[config.mk]
export PLATFORM = sky130hd
export DESIGN_NAME = spec_ckpt_queue
export DESIGN_NICKNAME = d
export VERILOG_FILES = /design/src/rtl/scq_pkg.sv /design/src/rtl/scq_rename_map.sv /design/src/rtl/scq_slot_array.sv /design/src/rtl/scq_limp_ctrl.sv /design/src/rtl/spec_ckpt_queue.sv
export SDC_FILE = /design/constraint.sdc
export NUM_CORES = 1
export LEC_CHECK = 0
export ABC_AREA = 1
export BUFFER_PORTS_ARGS = -buffer_cell sky130_fd_sc_hd__buf_2
export CORE_MARGIN = 10
export CORE_UTILIZATION = 55
export CTS_BUF_LIST = sky130_fd_sc_hd__clkbuf_8
export CTS_CLUSTER_SIZE = 24
export DETAILED_ROUTE_END_ITERATION = 10
export PLACE_DENSITY = 0.73
export SYNTH_ARGS = -nofsm -noshare
export SYNTH_HDL_FRONTEND = slang
export SYNTH_HIERARCHICAL = 1
export SYNTH_SLANG_ARGS = --single-unit
[constraint.sdc]
create_clock -name clk -period 5.68 [get_ports clk]
set_input_delay 0.568 -clock clk [delete_from_list [all_inputs] [get_ports clk]]
set_output_delay 0.568 -clock clk [all_outputs]
set_load 0.005 [all_outputs]
[src/rtl/scq_pkg.sv]
package scq_pkg;
  typedef enum logic [1:0] {
    CLS_ALU = 2'd0,
    CLS_BR  = 2'd1,
    CLS_MEM = 2'd2
  } iclass_e;
endpackage

[src/rtl/scq_rename_map.sv]
module scq_rename_map #(
  parameter int NUM_ARCH = 4,
  parameter int PHYS_W   = 4,
  localparam int AW      = $clog2(NUM_ARCH),
  localparam int MAP_W   = NUM_ARCH * PHYS_W
) (
  input  logic             clk,
  input  logic             rst_n,
  input  logic             wr_en,
  input  logic [AW-1:0]    wr_arch,
  input  logic [PHYS_W-1:0] wr_phys,
  input  logic             restore_en,
  input  logic [MAP_W-1:0] restore_map,
  output logic [MAP_W-1:0] cur_map
);
  function automatic logic [MAP_W-1:0] ident_map();
    logic [MAP_W-1:0] m;
    for (int k = 0; k < NUM_ARCH; k++) m[k*PHYS_W +: PHYS_W] = PHYS_W'(k);
    return m;
  endfunction

  logic [MAP_W-1:0] map_q;
  assign cur_map = map_q;

  always_ff @(posedge clk) begin
    if (!rst_n) begin
      map_q <= ident_map();
    end else if (restore_en) begin
      map_q <= restore_map;
    end else if (wr_en) begin
      map_q[wr_arch*PHYS_W +: PHYS_W] <= wr_phys;
    end
  end

  // the snapshot appears one cycle after a restore
  assert_map_restore_R2: assert property (@(posedge clk) disable iff (!rst_n)
    restore_en |=> (cur_map == $past(restore_map)));
endmodule

[src/rtl/scq_slot_array.sv]
module scq_slot_array #(
  parameter int DEPTH    = 4,
  parameter int NUM_ARCH = 4,
  parameter int PHYS_W   = 4,
  parameter int CNT_W    = 4,
  localparam int IDX_W   = $clog2(DEPTH),
  localparam int MAP_W   = NUM_ARCH * PHYS_W
) (
  input  logic             clk,
  input  logic             rst_n,
  input  logic             alloc_en,
  input  logic [IDX_W-1:0] alloc_idx,
  input  logic             alloc_mem,
  input  logic [MAP_W-1:0] alloc_snap,
  input  logic             issue_en,
  input  logic [IDX_W-1:0] issue_idx,
  input  logic             cmp_en,
  input  logic [IDX_W-1:0] cmp_idx,
  input  logic             rb_en,
  input  logic [IDX_W-1:0] rb_idx,
  input  logic [DEPTH-1:0] squash_vec,
  input  logic             retire_en,
  input  logic [IDX_W-1:0] retire_idx,
  output logic [DEPTH-1:0] valid_vec,
  output logic [DEPTH-1:0] gen_vec,
  output logic [DEPTH-1:0] mem_vec,
  output logic [DEPTH-1:0] bal_vec,
  output logic [MAP_W-1:0] rb_snap
);
  function automatic logic [MAP_W-1:0] ident_map();
    logic [MAP_W-1:0] m;
    for (int k = 0; k < NUM_ARCH; k++) m[k*PHYS_W +: PHYS_W] = PHYS_W'(k);
    return m;
  endfunction

  logic [DEPTH*MAP_W-1:0] snap_flat;

  for (genvar i = 0; i < DEPTH; i++) begin : g_slot
    localparam logic [IDX_W-1:0] MY = IDX_W'(i);
    logic             valid_q, gen_q, mem_q;
    logic [CNT_W-1:0] iss_q, cpl_q;
    logic [MAP_W-1:0] snap_q;

    always_ff @(posedge clk) begin
      if (!rst_n) begin
        valid_q <= (i == 0);
        gen_q   <= 1'b0;
        mem_q   <= 1'b0;
        iss_q   <= '0;
        cpl_q   <= '0;
        snap_q  <= ident_map();
      end else if (rb_en && squash_vec[i]) begin
        valid_q <= 1'b0;
      end else if (rb_en && rb_idx == MY) begin
        iss_q <= '0;
        cpl_q <= '0;
      end else begin
        if (alloc_en && alloc_idx == MY) begin
          valid_q <= 1'b1;
          gen_q   <= ~gen_q;
          mem_q   <= alloc_mem;
          snap_q  <= alloc_snap;
          iss_q   <= issue_en ? CNT_W'(1) : '0;
          cpl_q   <= '0;
        end else begin
          if (issue_en && issue_idx == MY) iss_q <= iss_q + 1'b1;
          if (cmp_en && cmp_idx == MY)     cpl_q <= cpl_q + 1'b1;
        end
        if (retire_en && retire_idx == MY) valid_q <= 1'b0;
      end
    end

    assign valid_vec[i] = valid_q;
    assign gen_vec[i]   = gen_q;
    assign mem_vec[i]   = mem_q;
    assign bal_vec[i]   = (iss_q == cpl_q);
    assign snap_flat[i*MAP_W +: MAP_W] = snap_q;

    // a live region never counts more completions than issues
    assert_cpl_bounded_R9: assert property (@(posedge clk) disable iff (!rst_n)
      valid_q |-> (cpl_q <= iss_q));
  end

  assign rb_snap = snap_flat[rb_idx*MAP_W +: MAP_W];
endmodule

[src/rtl/scq_limp_ctrl.sv]
module scq_limp_ctrl #(
  parameter int LIMP_QUIET = 2,
  parameter int TAG_W      = 3,
  localparam int QW        = $clog2(LIMP_QUIET + 1)
) (
  input  logic             clk,
  input  logic             rst_n,
  input  logic             enter,
  input  logic             report,
  input  logic [TAG_W-1:0] report_tag,
  input  logic             clean_cmp,
  output logic             limp,
  output logic             rep_valid,
  output logic [TAG_W-1:0] rep_tag
);
  logic [QW-1:0] quiet_q;

  always_ff @(posedge clk) begin
    if (!rst_n) begin
      limp      <= 1'b0;
      quiet_q   <= '0;
      rep_valid <= 1'b0;
      rep_tag   <= '0;
    end else begin
      rep_valid <= 1'b0;
      if (enter) begin
        limp    <= 1'b1;
        quiet_q <= '0;
      end else if (report) begin
        limp      <= 1'b0;
        rep_valid <= 1'b1;
        rep_tag   <= report_tag;
      end else if (limp && clean_cmp) begin
        if (quiet_q + 1'b1 == QW'(LIMP_QUIET)) begin
          limp    <= 1'b0;
          quiet_q <= '0;
        end else begin
          quiet_q <= quiet_q + 1'b1;
        end
      end
    end
  end

  // a precise report always leaves limp-home mode
  assert_report_exits_R5: assert property (@(posedge clk) disable iff (!rst_n)
    rep_valid |-> !limp);
  // the quiet count stays below its limit
  assert_quiet_bound_R6: assert property (@(posedge clk) disable iff (!rst_n)
    quiet_q < QW'(LIMP_QUIET));
endmodule

[src/rtl/spec_ckpt_queue.sv]
module spec_ckpt_queue
  import scq_pkg::*;
#(
  parameter int DEPTH      = 4,
  parameter int NUM_ARCH   = 4,
  parameter int PHYS_W     = 4,
  parameter int CNT_W      = 4,
  parameter int LIMP_QUIET = 2,
  localparam int IDX_W     = $clog2(DEPTH),
  localparam int TAG_W     = IDX_W + 1,
  localparam int AW        = $clog2(NUM_ARCH),
  localparam int MAP_W     = NUM_ARCH * PHYS_W
) (
  input  logic              clk,
  input  logic              rst_n,
  input  logic              disp_valid,
  output logic              disp_ready,
  input  logic [1:0]        disp_class,
  input  logic              disp_lowconf,
  input  logic              disp_dst_en,
  input  logic [AW-1:0]     disp_dst_arch,
  input  logic [PHYS_W-1:0] disp_dst_phys,
  output logic [TAG_W-1:0]  disp_tag,
  input  logic              cmp_valid,
  input  logic [TAG_W-1:0]  cmp_tag,
  input  logic              cmp_fault,
  input  logic              mis_valid,
  input  logic [TAG_W-1:0]  mis_tag,
  output logic              retire_valid,
  input  logic              retire_ready,
  output logic [TAG_W-1:0]  retire_tag,
  output logic              limp_mode,
  output logic              fault_report_valid,
  output logic [TAG_W-1:0]  fault_report_tag,
  output logic [MAP_W-1:0]  map_flat
);
  logic [IDX_W-1:0] head_q, tail_q, youngest;
  logic [IDX_W:0]   count_q;
  logic             mem_open_q;
  logic [DEPTH-1:0] valid_vec, gen_vec, mem_vec, bal_vec, squash_vec;
  logic [MAP_W-1:0] cur_map, rb_snap;
  iclass_e          cls;

  logic [IDX_W-1:0] cmp_idx, mis_idx, rb_idx, rb_age, issue_idx;
  logic             cmp_live, mis_live, fault_hit, rb_sel_fault, do_rb;
  logic             need_ckpt, full, disp_fire, alloc, retire_fire, clean_cmp;

  assign cls      = iclass_e'(disp_class);
  assign youngest = tail_q - 1'b1;
  assign full     = (count_q == (IDX_W+1)'(DEPTH));

  // tag decode and liveness
  assign cmp_idx  = cmp_tag[IDX_W-1:0];
  assign mis_idx  = mis_tag[IDX_W-1:0];
  assign cmp_live = cmp_valid && valid_vec[cmp_idx] && (gen_vec[cmp_idx] == cmp_tag[IDX_W]);
  assign mis_live = mis_valid && valid_vec[mis_idx] && (gen_vec[mis_idx] == mis_tag[IDX_W]);
  assign fault_hit = cmp_live && cmp_fault && mem_vec[cmp_idx];

  // rollback selection: the older of mispredict and fault wins
  assign rb_sel_fault = fault_hit && (!mis_live || ((cmp_idx - head_q) <= (mis_idx - head_q)));
  assign do_rb  = mis_live || fault_hit;
  assign rb_idx = rb_sel_fault ? cmp_idx : mis_idx;
  assign rb_age = rb_idx - head_q;

  for (genvar i = 0; i < DEPTH; i++) begin : g_squash
    assign squash_vec[i] = valid_vec[i] && ((IDX_W'(i) - head_q) > rb_age);
  end

  // dispatch
  assign need_ckpt  = ((cls == CLS_BR) && disp_lowconf) ||
                      ((cls == CLS_MEM) && (limp_mode || !mem_open_q));
  assign disp_ready = !do_rb && !(need_ckpt && full);
  assign disp_fire  = disp_valid && disp_ready;
  assign alloc      = disp_fire && need_ckpt;
  assign issue_idx  = need_ckpt ? tail_q : youngest;
  assign disp_tag   = need_ckpt ? {~gen_vec[tail_q], tail_q} : {gen_vec[youngest], youngest};

  // retirement
  assign retire_valid = (count_q > (IDX_W+1)'(1)) && bal_vec[head_q] && !do_rb;
  assign retire_fire  = retire_valid && retire_ready;
  assign retire_tag   = {gen_vec[head_q], head_q};

  assign clean_cmp = cmp_live && !cmp_fault && mem_vec[cmp_idx] && !do_rb;
  assign map_flat  = cur_map;

  always_ff @(posedge clk) begin
    if (!rst_n) begin
      head_q     <= '0;
      tail_q     <= IDX_W'(1);
      count_q    <= (IDX_W+1)'(1);
      mem_open_q <= 1'b0;
    end else if (do_rb) begin
      tail_q     <= rb_idx + 1'b1;
      count_q    <= {1'b0, rb_age} + 1'b1;
      mem_open_q <= 1'b0;
    end else begin
      if (alloc) tail_q <= tail_q + 1'b1;
      if (retire_fire) head_q <= head_q + 1'b1;
      count_q <= count_q + {{IDX_W{1'b0}}, alloc} - {{IDX_W{1'b0}}, retire_fire};
      if (disp_fire) mem_open_q <= (cls == CLS_MEM) && !limp_mode;
    end
  end

  scq_rename_map #(.NUM_ARCH(NUM_ARCH), .PHYS_W(PHYS_W)) u_map (
    .clk        (clk),
    .rst_n      (rst_n),
    .wr_en      (disp_fire && disp_dst_en),
    .wr_arch    (disp_dst_arch),
    .wr_phys    (disp_dst_phys),
    .restore_en (do_rb),
    .restore_map(rb_snap),
    .cur_map    (cur_map)
  );

  scq_slot_array #(.DEPTH(DEPTH), .NUM_ARCH(NUM_ARCH), .PHYS_W(PHYS_W), .CNT_W(CNT_W)) u_slots (
    .clk       (clk),
    .rst_n     (rst_n),
    .alloc_en  (alloc),
    .alloc_idx (tail_q),
    .alloc_mem (cls == CLS_MEM),
    .alloc_snap(cur_map),
    .issue_en  (disp_fire),
    .issue_idx (issue_idx),
    .cmp_en    (cmp_live && !fault_hit),
    .cmp_idx   (cmp_idx),
    .rb_en     (do_rb),
    .rb_idx    (rb_idx),
    .squash_vec(squash_vec),
    .retire_en (retire_fire),
    .retire_idx(head_q),
    .valid_vec (valid_vec),
    .gen_vec   (gen_vec),
    .mem_vec   (mem_vec),
    .bal_vec   (bal_vec),
    .rb_snap   (rb_snap)
  );

  scq_limp_ctrl #(.LIMP_QUIET(LIMP_QUIET), .TAG_W(TAG_W)) u_limp (
    .clk       (clk),
    .rst_n     (rst_n),
    .enter     (rb_sel_fault && !limp_mode),
    .report    (rb_sel_fault && limp_mode),
    .report_tag(cmp_tag),
    .clean_cmp (clean_cmp),
    .limp      (limp_mode),
    .rep_valid (fault_report_valid),
    .rep_tag   (fault_report_tag)
  );

  assert_no_overflow_R8: assert property (@(posedge clk) disable iff (!rst_n)
    (count_q <= (IDX_W+1)'(DEPTH)) && (count_q != '0));
  assert_retire_advance_R7: assert property (@(posedge clk) disable iff (!rst_n)
    retire_fire |=> (head_q == $past(head_q) + 1'b1));
  assert_retire_hold_R7: assert property (@(posedge clk) disable iff (!rst_n)
    (retire_valid && !retire_ready) |=> $stable(retire_tag));
  assert_restored_empty_R2: assert property (@(posedge clk) disable iff (!rst_n)
    do_rb |=> bal_vec[$past(rb_idx)]);
  assert_fault_enters_limp_R4: assert property (@(posedge clk) disable iff (!rst_n)
    (rb_sel_fault && !limp_mode) |=> limp_mode);
endmodule

==> run summary, run 1 <==
The detailed-route DRC error count came out at 0. The TritonCTS clock tree is built. Among all cell types in the netlist, the one instantiated most often is sky130_fd_sc_hd__nand2_1. Static timing analysis puts the maximum clock frequency at between 200 and 250 MHz.

Summed over its instances, the top area cell type makes up between 30% and 40% of the synthesized netlist area. The endpoint required time on the critical path came out at 6030 ps. The number of buffers inserted by post-CTS setup repair is 0. The actual slew at the worst max-slew pin came out at between 1000 and 1500 ps. For this configuration, the core starts out at a cell density of between 50% and 60%. The commonest cells after synthesis are sky130_fd_sc_hd__nand2_1, sky130_fd_sc_hd__nor2_1, sky130_fd_sc_hd__nand3_1.

The H-tree was split into 4 levels. The final routed wirelength across all metal layers is 21.6 mm. The post-route netlist has between 10% and 20% of its cells at a drive strength greater than 1. The slowest stage of the critical path is the sky130_fd_sc_hd__nand3_2 cell.

The cell area after layout is 0.00877 mm^2. The routability congestion estimate is 0.942. The number of cells after detailed placement is roughly 1400. By area the synthesized netlist is led by sky130_fd_sc_hd__dfxtp_1, sky130_fd_sc_hd__nand2_1, sky130_fd_sc_hd__nand3_1.

The number of sinks on the clock net came out at 139. The net count of the finished layout came out at between 1000 and 1500. The number of warning messages in the yosys log came out at 6.

The maximum vdd drop is about 0.00020 V. Before CTS, the worst setup slack after placement is 710 ps. The number of gates resized after CTS was 0. The final standard cell count with taps included and fillers excluded came out at between 1000 and 1500. Once detail routing completed, the nets flagged for antenna violations numbered 0. The clock latency of the later-clocked register in the worst-skew pair came out at 450 ps.

The predominant post-synthesis flop cell is sky130_fd_sc_hd__dfxtp_1. The number of global-route vias before repair was a little over 7000. The setup clock skew after layout is around 13 ps. The relative area change from synthesis to final layout came out at 7.05%. The detailed-route wire length per cell came out at about 15 um. The number of distinct library cell variants in the gate-level netlist after synthesis came out at 44. The detailed placement HPWL came out at 15.0 mm. The data arrival time of the critical path is 4960 ps.

The post-synth net total is between 1000 and 1500. The number of synthesized flops with an enable pin came out at 0. The number of antenna violations at the first check in global routing came out at 0.

The fraction of registers with async set or reset after synthesis is 0%. The largest fanout of any net on the critical path is 19. The area of the core came out at between 0.01 and 0.015 mm^2. The first-pass GRT wire length came out at 35.5 mm. The number of placement rows is 44.

No sink is reached through more buffers than the 2 on the longest clock path. Counting I/O delays and the setup requirement, the final critical path takes roughly 4600 ps. The number of slew-limit violations in the final report came out at 0.

The initial detailed-routing violation count came out at around 730. The final cycle utilization of the critical path came out at about four fifths. For this run, the detailed router's first-pass iteration total came to 5. 0 antenna diodes ended up in the layout.

The largest incremental delay on the critical path came out at 410 ps. The CTS clock-pin slew for the worst setup and hold paths came out at 80 ps. The count of final hold-check violations was 0. Together, buffers and inverters on the worst path number 5.

The worst setup path is of the register to register kind. Measured along the y axis, the die boundary spans approximately 140 um. The cell that appears most often on the critical path is sky130_fd_sc_hd__nand2_1. The storage element area came out at approximately 0.0028 mm^2. Global routing used approximately a fifth of the available tracks across all layers.

The final critical-path setup slack came out at about 1100 ps. The area used by multi-input combinational logic came out at about 0.0045 mm^2. The sequential cell area fraction in the yosys report came out at between 30% and 40%.

52 I/O pins were placed. The die width is between 100 and 150 um. The tool flagged a number of max-cap violations equal to 0. Summing every instance area after synthesis gives 0.00819 mm^2.

The worst-case headroom to the max-slew limit came out at between 20% and 30%. The die covers 0.0202 mm^2. A synthesized cell averages ~6.5 um^2. Entering global routing, the biggest net connects 59 pins. The path class of the lowest-slack min-delay path is input port to register. For this design the ratio of total power to cell area is between 300 and 400 mW/mm^2. The number of filler cells placed in the layout is between 1000 and 1500. The leftover overflow at the end of global routing is 0. The overall via count from detail_route is around 8000. Setup repair after global routing left no endpoint under its margin.

The post-detailed-placement cell area came out at ~0.0083 mm^2. After detailed routing, the number of vias per cell comes to 5.42. The number of clock buffers inserted by TritonCTS is 17. The number of port buffers is just over 50. The synthesized design spends more area on one cell type than any other, namely sky130_fd_sc_hd__dfxtp_1. The library cell used as clock root buffer is sky130_fd_sc_hd__clkbuf_8. Hold repair after CTS inserted 0 buffers. The register bit total from synthesis came out at approximately 140. The flow ran to the end, and the final reports show no timing, DRC or antenna violations. For this design the static power due to leakage is 4.27 nW. The dominant delay contributor by cell family on the critical path is simple AND/OR/NAND/NOR gates. STA classifies the critical path endpoint as a register. The count of final setup violators is 0. The gate count of the mapped netlist is approximately 1300. The worst setup path is launched from a register.

The post-route setup TNS came out at 0 ps.
[sequential cells by signal, indices dropped and copies added, names as in the netlist]
name,cells
u_slots/g_slot.valid_q,4
u_limp/rep_valid,1
u_limp/rep_tag,3
u_slots/g_slot.gen_q,4
u_limp/quiet_q,2
u_slots/g_slot.mem_q,4
u_slots/g_slot.iss_q,16
mem_open_q,1
u_limp/limp,1
u_slots/g_slot.snap_q,64
u_slots/g_slot.cpl_q,16
count_q,3
tail_q,2
u_map/cur_map,16
head_q,2
[worst register-to-register path, cell delays in order, from the launching register on]
cell                      delay (ps)
sky130_fd_sc_hd__dfxtp_1         300
sky130_fd_sc_hd__buf_4           180
sky130_fd_sc_hd__ha_1            200
sky130_fd_sc_hd__xnor2_1         160
sky130_fd_sc_hd__xor2_1          160
sky130_fd_sc_hd__inv_1            60
sky130_fd_sc_hd__ha_1            280
sky130_fd_sc_hd__a21oi_1          60
sky130_fd_sc_hd__a21oi_1         140
sky130_fd_sc_hd__nand2_2         100
sky130_fd_sc_hd__nand2_2         120
sky130_fd_sc_hd__nand2_1          80
sky130_fd_sc_hd__nand2_1         260
sky130_fd_sc_hd__inv_1           110
sky130_fd_sc_hd__ha_1            210
sky130_fd_sc_hd__xnor2_1         280
sky130_fd_sc_hd__inv_1            90
sky130_fd_sc_hd__nand3_2         120
sky130_fd_sc_hd__nand3_1         120
sky130_fd_sc_hd__a21oi_1         170
sky130_fd_sc_hd__nor2_1           60
sky130_fd_sc_hd__nand2_1         310
sky130_fd_sc_hd__nand3_2         410
sky130_fd_sc_hd__inv_4           320
sky130_fd_sc_hd__nand2_1          90
sky130_fd_sc_hd__nand2_1          70
sky130_fd_sc_hd__nor2_1           40
[per-stage QoR]
stage	total power [mW]	hold WS (ps)	util, %
2_1_floorplan	1.60	415	-
3_3_place_gp	1.75	432	57.2
3_5_place_dp	1.76	431	57.2
4_1_cts	2.64	394	60.1
5_1_grt	2.79	409	60.1
6_report	2.63	406	60.1
[cell families after synthesis]
logic type,after synthesis,synth area share (%)
buffers and inverters,188,10.8
flip-flops,139,34.0
AO/OA/AOI/OAI,132,8.99
XOR/XNOR,16,1.71
AND/OR/NAND/NOR,763,40.6
adder cells (fa/ha/maj),25,3.91
[layout make-up]
class                   count  area share, %
clock buffers              19           2.98
clock inverters            10           1.90
inverters                 130           5.66
multi-input cells         936           51.6
flip-flops and latches    139           31.7
well taps                 184           2.62
repair buffers             58           3.54
[per-layer routing]
layer | wire (um) | track usage [%] | vias up
met4 | 268 | 5.70 | 0
li1 | - | - | 4073
met5 | 0 | 0 | -
met3 | 1240 | 4.57 | 27
met1 | 10100 | 28.0 | 3663
met2 | 10000 | 34.4 | 232
[path summary, 6_finish.rpt]
| kind | cells after the start | slack [ps] | to | from |
|---|---|---|---|---|
| max | 26 | 1070 | u_slots/g_slot[0].gen_q$_SDFFE_PN0P_ | head_q[0]$_SDFFE_PN0P_ |
| max reg2reg | 26 | 1070 | u_slots/g_slot[0].gen_q$_SDFFE_PN0P_ | head_q[0]$_SDFFE_PN0P_ |
| min reg2reg | 2 | 440 | u_limp/quiet_q[1]$_SDFFE_PP0P_ | u_limp/quiet_q[1]$_SDFFE_PP0P_ |
| min | 3 | 410 | u_limp/rep_tag[2]$_SDFFE_PN0P_ | cmp_tag[2] |
[cell usage in the layout (no fill, tap or decap), types with 19 or more instances in the layout]
| cell type | count |
|---|---|
| sky130_fd_sc_hd__nor2_1 | 216 |
| sky130_fd_sc_hd__a21oi_1 | 46 |
| sky130_fd_sc_hd__ha_1 | 24 |
| sky130_fd_sc_hd__nand2_1 | 309 |
| sky130_fd_sc_hd__dfxtp_1 | 139 |
| sky130_fd_sc_hd__clkbuf_8 | 19 |
| sky130_fd_sc_hd__inv_1 | 112 |
| sky130_fd_sc_hd__o21ai_0 | 57 |
| sky130_fd_sc_hd__nand3_1 | 175 |
| sky130_fd_sc_hd__buf_2 | 50 |
[power breakdown]
group	internal, mW	switching, mW	total, mW
clock network	0.496	0.394	0.891
registers	1.03	0.0661	1.10
logic	0.233	0.412	0.645
total	1.76	0.873	2.63
Note: power is estimated with default switching activity, not from simulation.
==> inputs of run 2 (changes only) <==
ABC_AREA = 0   (was 1)
PLACE_DENSITY = 0.76   (was 0.73)
clock period = 3.7 ns   (was 5.68 ns; I/O delays follow)
==> run summary, run 2 <==
The data arrival time of the critical path is 4720 ps (-240 ps). The top cell type's share of synthesized area came out at 35.3% (+1.4 points). The dominant combinational cell family by area after synthesis is simple AND/OR/NAND/NOR gates. The number of cells on the worst reg-to-reg path is 23 (-12%). The number of warning messages in the yosys log came to 6 (unchanged). The most common cell after layout, fill and taps aside is sky130_fd_sc_hd__nand2_1. The detailed-route wire length per cell is 20.3 um (+39%). The final routed wirelength across all metal layers was 24.7 mm (+14%).

The worst setup path is launched from a register. The first-pass GRT wire length came out at 35.7 mm (+0.41%). The relative area change from synthesis to final layout is 28.2%. The setup path with the least slack is of type register to register.

The overall fraction of global-route tracks in use came out at 22.0% (+0.73 points). The clock tree buffer depth came out at 2 (unchanged). The number of synthesized flops with an enable pin came out at 0 (unchanged). The number of distinct library cell variants in the gate-level netlist after synthesis is 73 (+66%). The effective utilization at floorplan is 56.5% (+0.34 points).

The leftover overflow at the end of global routing is 0 (unchanged). The largest fanout of any net on the critical path came to 9 (-10). u_slots/g_slot.snap_q holds more flip-flops than any other register. The shortest clock period the worst path allows after layout is 4340 ps (-270 ps).

The final critical-path setup slack was -639 ps (-1710 ps). The die width was 140 um (-1.7%). The antenna diode count is 0 (unchanged).

The number of port buffers is 51 (unchanged). By count the netlist is led by sky130_fd_sc_hd__nand2_1, sky130_fd_sc_hd__dfxtp_1, sky130_fd_sc_hd__a21boi_0. The static leakage power came out at 4.12 nW (-3.6%). The flow ran to the end, but the final reports show violations. The overall via count from detail_route came out at 7627 (-4.6%). The clock latency of the later-clocked register in the worst-skew pair came out at 470 ps (+20 ps). The register bit total from synthesis is 139 (unchanged). The setup clock skew after layout came out at 16.5 ps (+3.01 ps). The storage element area came to 0.00279 mm^2 (+0.13%). The fraction of registers with async set or reset after synthesis came out at 0% (unchanged). The average via count per standard cell came out at 6.29 (+16%). The startpoint identified for the worst register-to-register timing path is head_q[0]$_SDFFE_PN0P_. The post-route setup TNS is -48520 ps (-48520 ps). The number of nets with antenna violations after routing came out at 0 (unchanged). The adder and majority cell fraction of the synthesized area came to 4.07% (+0.16 points). Setup repair after global routing could not meet its margin everywhere. The post-synth net total came out at 960 (-27%). The number of global-route vias before repair came out at 6982 (-3.6%). The sequential cell area fraction in the yosys report is 35.3% (+1.4 points). The final cycle utilization of the critical path came out at 117% (+36 points).

The source of the critical timing path is head_q[0]$_SDFFE_PN0P_. The parity-gate share of the synthesized area counting xor and xnor cells came out at 4.31% (+2.6 points). The maximum number of pins on one net before global-route repair is 83 (+41%).

The total of max-cap violations came out at 0 (unchanged). TritonCTS built the clock tree. The maximum level of the CTS H-tree is 4 (unchanged). In the layout the commonest cells are sky130_fd_sc_hd__nand2_1, sky130_fd_sc_hd__dfxtp_1, sky130_fd_sc_hd__buf_4. The detailed placement HPWL came to 14.0 mm (-6.8%).

The mean instance size in the synthesized netlist came out at 8.63 um^2 (+33%). The endpoint required time on the critical path came out at 4080 ps (-1950 ps). The initial detailed-routing violation count is 1240 (+69%). The number of antenna violations at the first check in global routing was 1 (+1). The routability congestion estimate was 0.953 (+1.2%). The most used flip-flop cell after synthesis is sky130_fd_sc_hd__dfxtp_1. The I/O pin total is 52 (unchanged). The overall die area came out at 0.0195 mm^2 (-3.4%).

The path class of the lowest-slack min-delay path is input port to register. The endpoint kind of the worst setup timing path is a register. The worst-case headroom to the max-slew limit is 52.2% (+26 points).

The proportion of layout cells with a drive suffix above 1 came out at 34.6% (+23 points). The number of flip-flops under the largest register name came to 64 (unchanged). The maximum operating frequency is 230 MHz (+6.2%). The CTS clock-pin slew for the worst setup and hold paths came out at 80 ps (about the same). The worst hold path begins at disp_dst_phys[0].

The count of final hold-check violations came out at 0 (unchanged). sky130_fd_sc_hd__dfxtp_1 takes more of the synthesized area than any other cell. The number of slew-limit violations in the final report came out at 0 (unchanged). The area of the core came out at 0.0139 mm^2 (-4.5%). The summed instance area of the synthesized netlist was 0.00787 mm^2 (-3.9%). The synthesized-area fraction occupied by and/or/nand/nor cells is 27.6% (-13 points). The gate count of the mapped netlist is 912 (-28%). The net count of the finished layout is 1070 (-20%). The number of sinks on the clock net is 139 (unchanged). By area the synthesized netlist is led by sky130_fd_sc_hd__dfxtp_1, sky130_fd_sc_hd__nand2_1, sky130_fd_sc_hd__mux4_2. The overall power consumption came out at 4.04 mW (+54%). The count of final setup violators was 110 (+110). The area used by multi-input combinational logic is 0.00527 mm^2 (+16%). The detailed-route DRC error count is 0 (unchanged). The final reports fail on setup timing.

The root buffer cell chosen for the clock tree is sky130_fd_sc_hd__clkbuf_8. The fraction of the mapped netlist area in compound gates was 15.4% (+6.5 points). The worst slack at placement came out at -741 ps (-1450 ps). The number of instances on the worst hold path came out at 3 (unchanged). The actual slew at the worst max-slew pin came to 710 ps (-385 ps). The cell area after layout was 0.0101 mm^2 (+15%).

The maximum vdd drop came to 0.000212 V (+5.0%). The first-pass detailed-route iteration total is 7 (+2). The multiplexer fraction of the synthesized cell area came out at 7.74% (+7.7 points). Among all cell types in the netlist, the one instantiated most often is sky130_fd_sc_hd__nand2_1.

The number of filler cells placed in the layout is 937 (-36%). The number of clock buffers inserted by TritonCTS came out at 17 (unchanged). The number of placement rows came out at 43 (-2.3%).

The post-detailed-placement cell area is 0.00877 mm^2 (+5.1%). The overall die height is 140 um (-1.7%). The total power density per cell area came out at 400 mW/mm^2 (+33%). The hold slack is 215 ps (-191 ps).
-- run 2: cell count changes after synthesis, sizes merged, moves of 15 or more --
cell	delta
inv	-112
and2	+17
o21ai	-49
mux4	+23
nor2	-194
nor2b	+15
nand2	-102
a21oi	-28
o22ai	+34
a21boi	+55
nand3	-153
-- run 2: logic make-up after synthesis --
group,count (synthesis)
mux,32
xor+xnor,37
compound gates,171
simple gates,426
fa+ha+maj,25
buf+inv,82
flops,139
-- run 2: final cells by class --
type / instances / area share [%]
repair buffers: 155 / 13.6
multi-input cells: 691 / 52.2
clock buffers: 18 / 2.45
well taps: 180 / 2.23
inverters: 18 / 0.744
clock inverters: 11 / 1.20
flip-flops and latches: 139 / 27.6
-- run 2: per-layer routing --
layer	wire length, um	GRT usage, %
met1	9950	28.3
met2	11500	34.8
met3	2160	4.97
met4	1010	9.24
met5	12	0
-- run 2: per-stage QoR --
stage          util (%)  instances
6_report           72.4       1212
5_1_grt            72.4       1212
4_1_cts            68.3       1197
3_5_place_dp       62.9       1151
3_3_place_gp       62.9       1151
2_1_floorplan         -        912
-- run 2: path summary, 6_finish.rpt --
path | to | slack (ps)
hold reg to reg | u_slots/g_slot[1].snap_q[14]$_SDFFE_PN0P_ | 460
setup reg to reg | u_slots/g_slot[0].snap_q[1]$_SDFFE_PN0P_ | -640
hold / removal | u_map/cur_map[8]$_SDFFE_PN0P_ | 210
setup / recovery | u_slots/g_slot[0].snap_q[1]$_SDFFE_PN0P_ | -640
-- run 2: critical path: stages (launching register included) --
cell and delay [ps]:
sky130_fd_sc_hd__dfxtp_4 370, sky130_fd_sc_hd__ha_4 160, sky130_fd_sc_hd__xnor2_2 130, sky130_fd_sc_hd__xnor2_1 190, sky130_fd_sc_hd__ha_1 280, sky130_fd_sc_hd__nor2b_4 140
sky130_fd_sc_hd__o2111a_1 260, sky130_fd_sc_hd__and2_4 180, sky130_fd_sc_hd__buf_6 120, sky130_fd_sc_hd__o21ai_4 130, sky130_fd_sc_hd__nand2b_4 90, sky130_fd_sc_hd__inv_4 70
sky130_fd_sc_hd__ha_4 160, sky130_fd_sc_hd__xor2_4 180, sky130_fd_sc_hd__or3b_4 490, sky130_fd_sc_hd__a31oi_2 230, sky130_fd_sc_hd__a221oi_2 100, sky130_fd_sc_hd__and2_4 180
sky130_fd_sc_hd__buf_6 120, sky130_fd_sc_hd__nor3_4 160, sky130_fd_sc_hd__buf_6 130, sky130_fd_sc_hd__buf_12 130, sky130_fd_sc_hd__nand2_1 60, sky130_fd_sc_hd__a21boi_0 190
-- run 2: repair_timing --
item	4_1_cts	5_1_grt
resized for setup	40	122
setup endpoints to repair	108	111
setup buffers	13	16
hold buffers	0	0
pin swaps	14	48
hold endpoints to repair	0	0
gates cloned	4	5
-- run 2: power breakdown --
part	leakage (nW)	switching (mW)	internal, mW	total [mW]
Clock	0.187	0.614	0.604	1.22
Sequential	1.12	0.0815	1.56	1.64
Combinational	2.81	0.643	0.544	1.19
Total	4.12	1.34	2.70	4.04
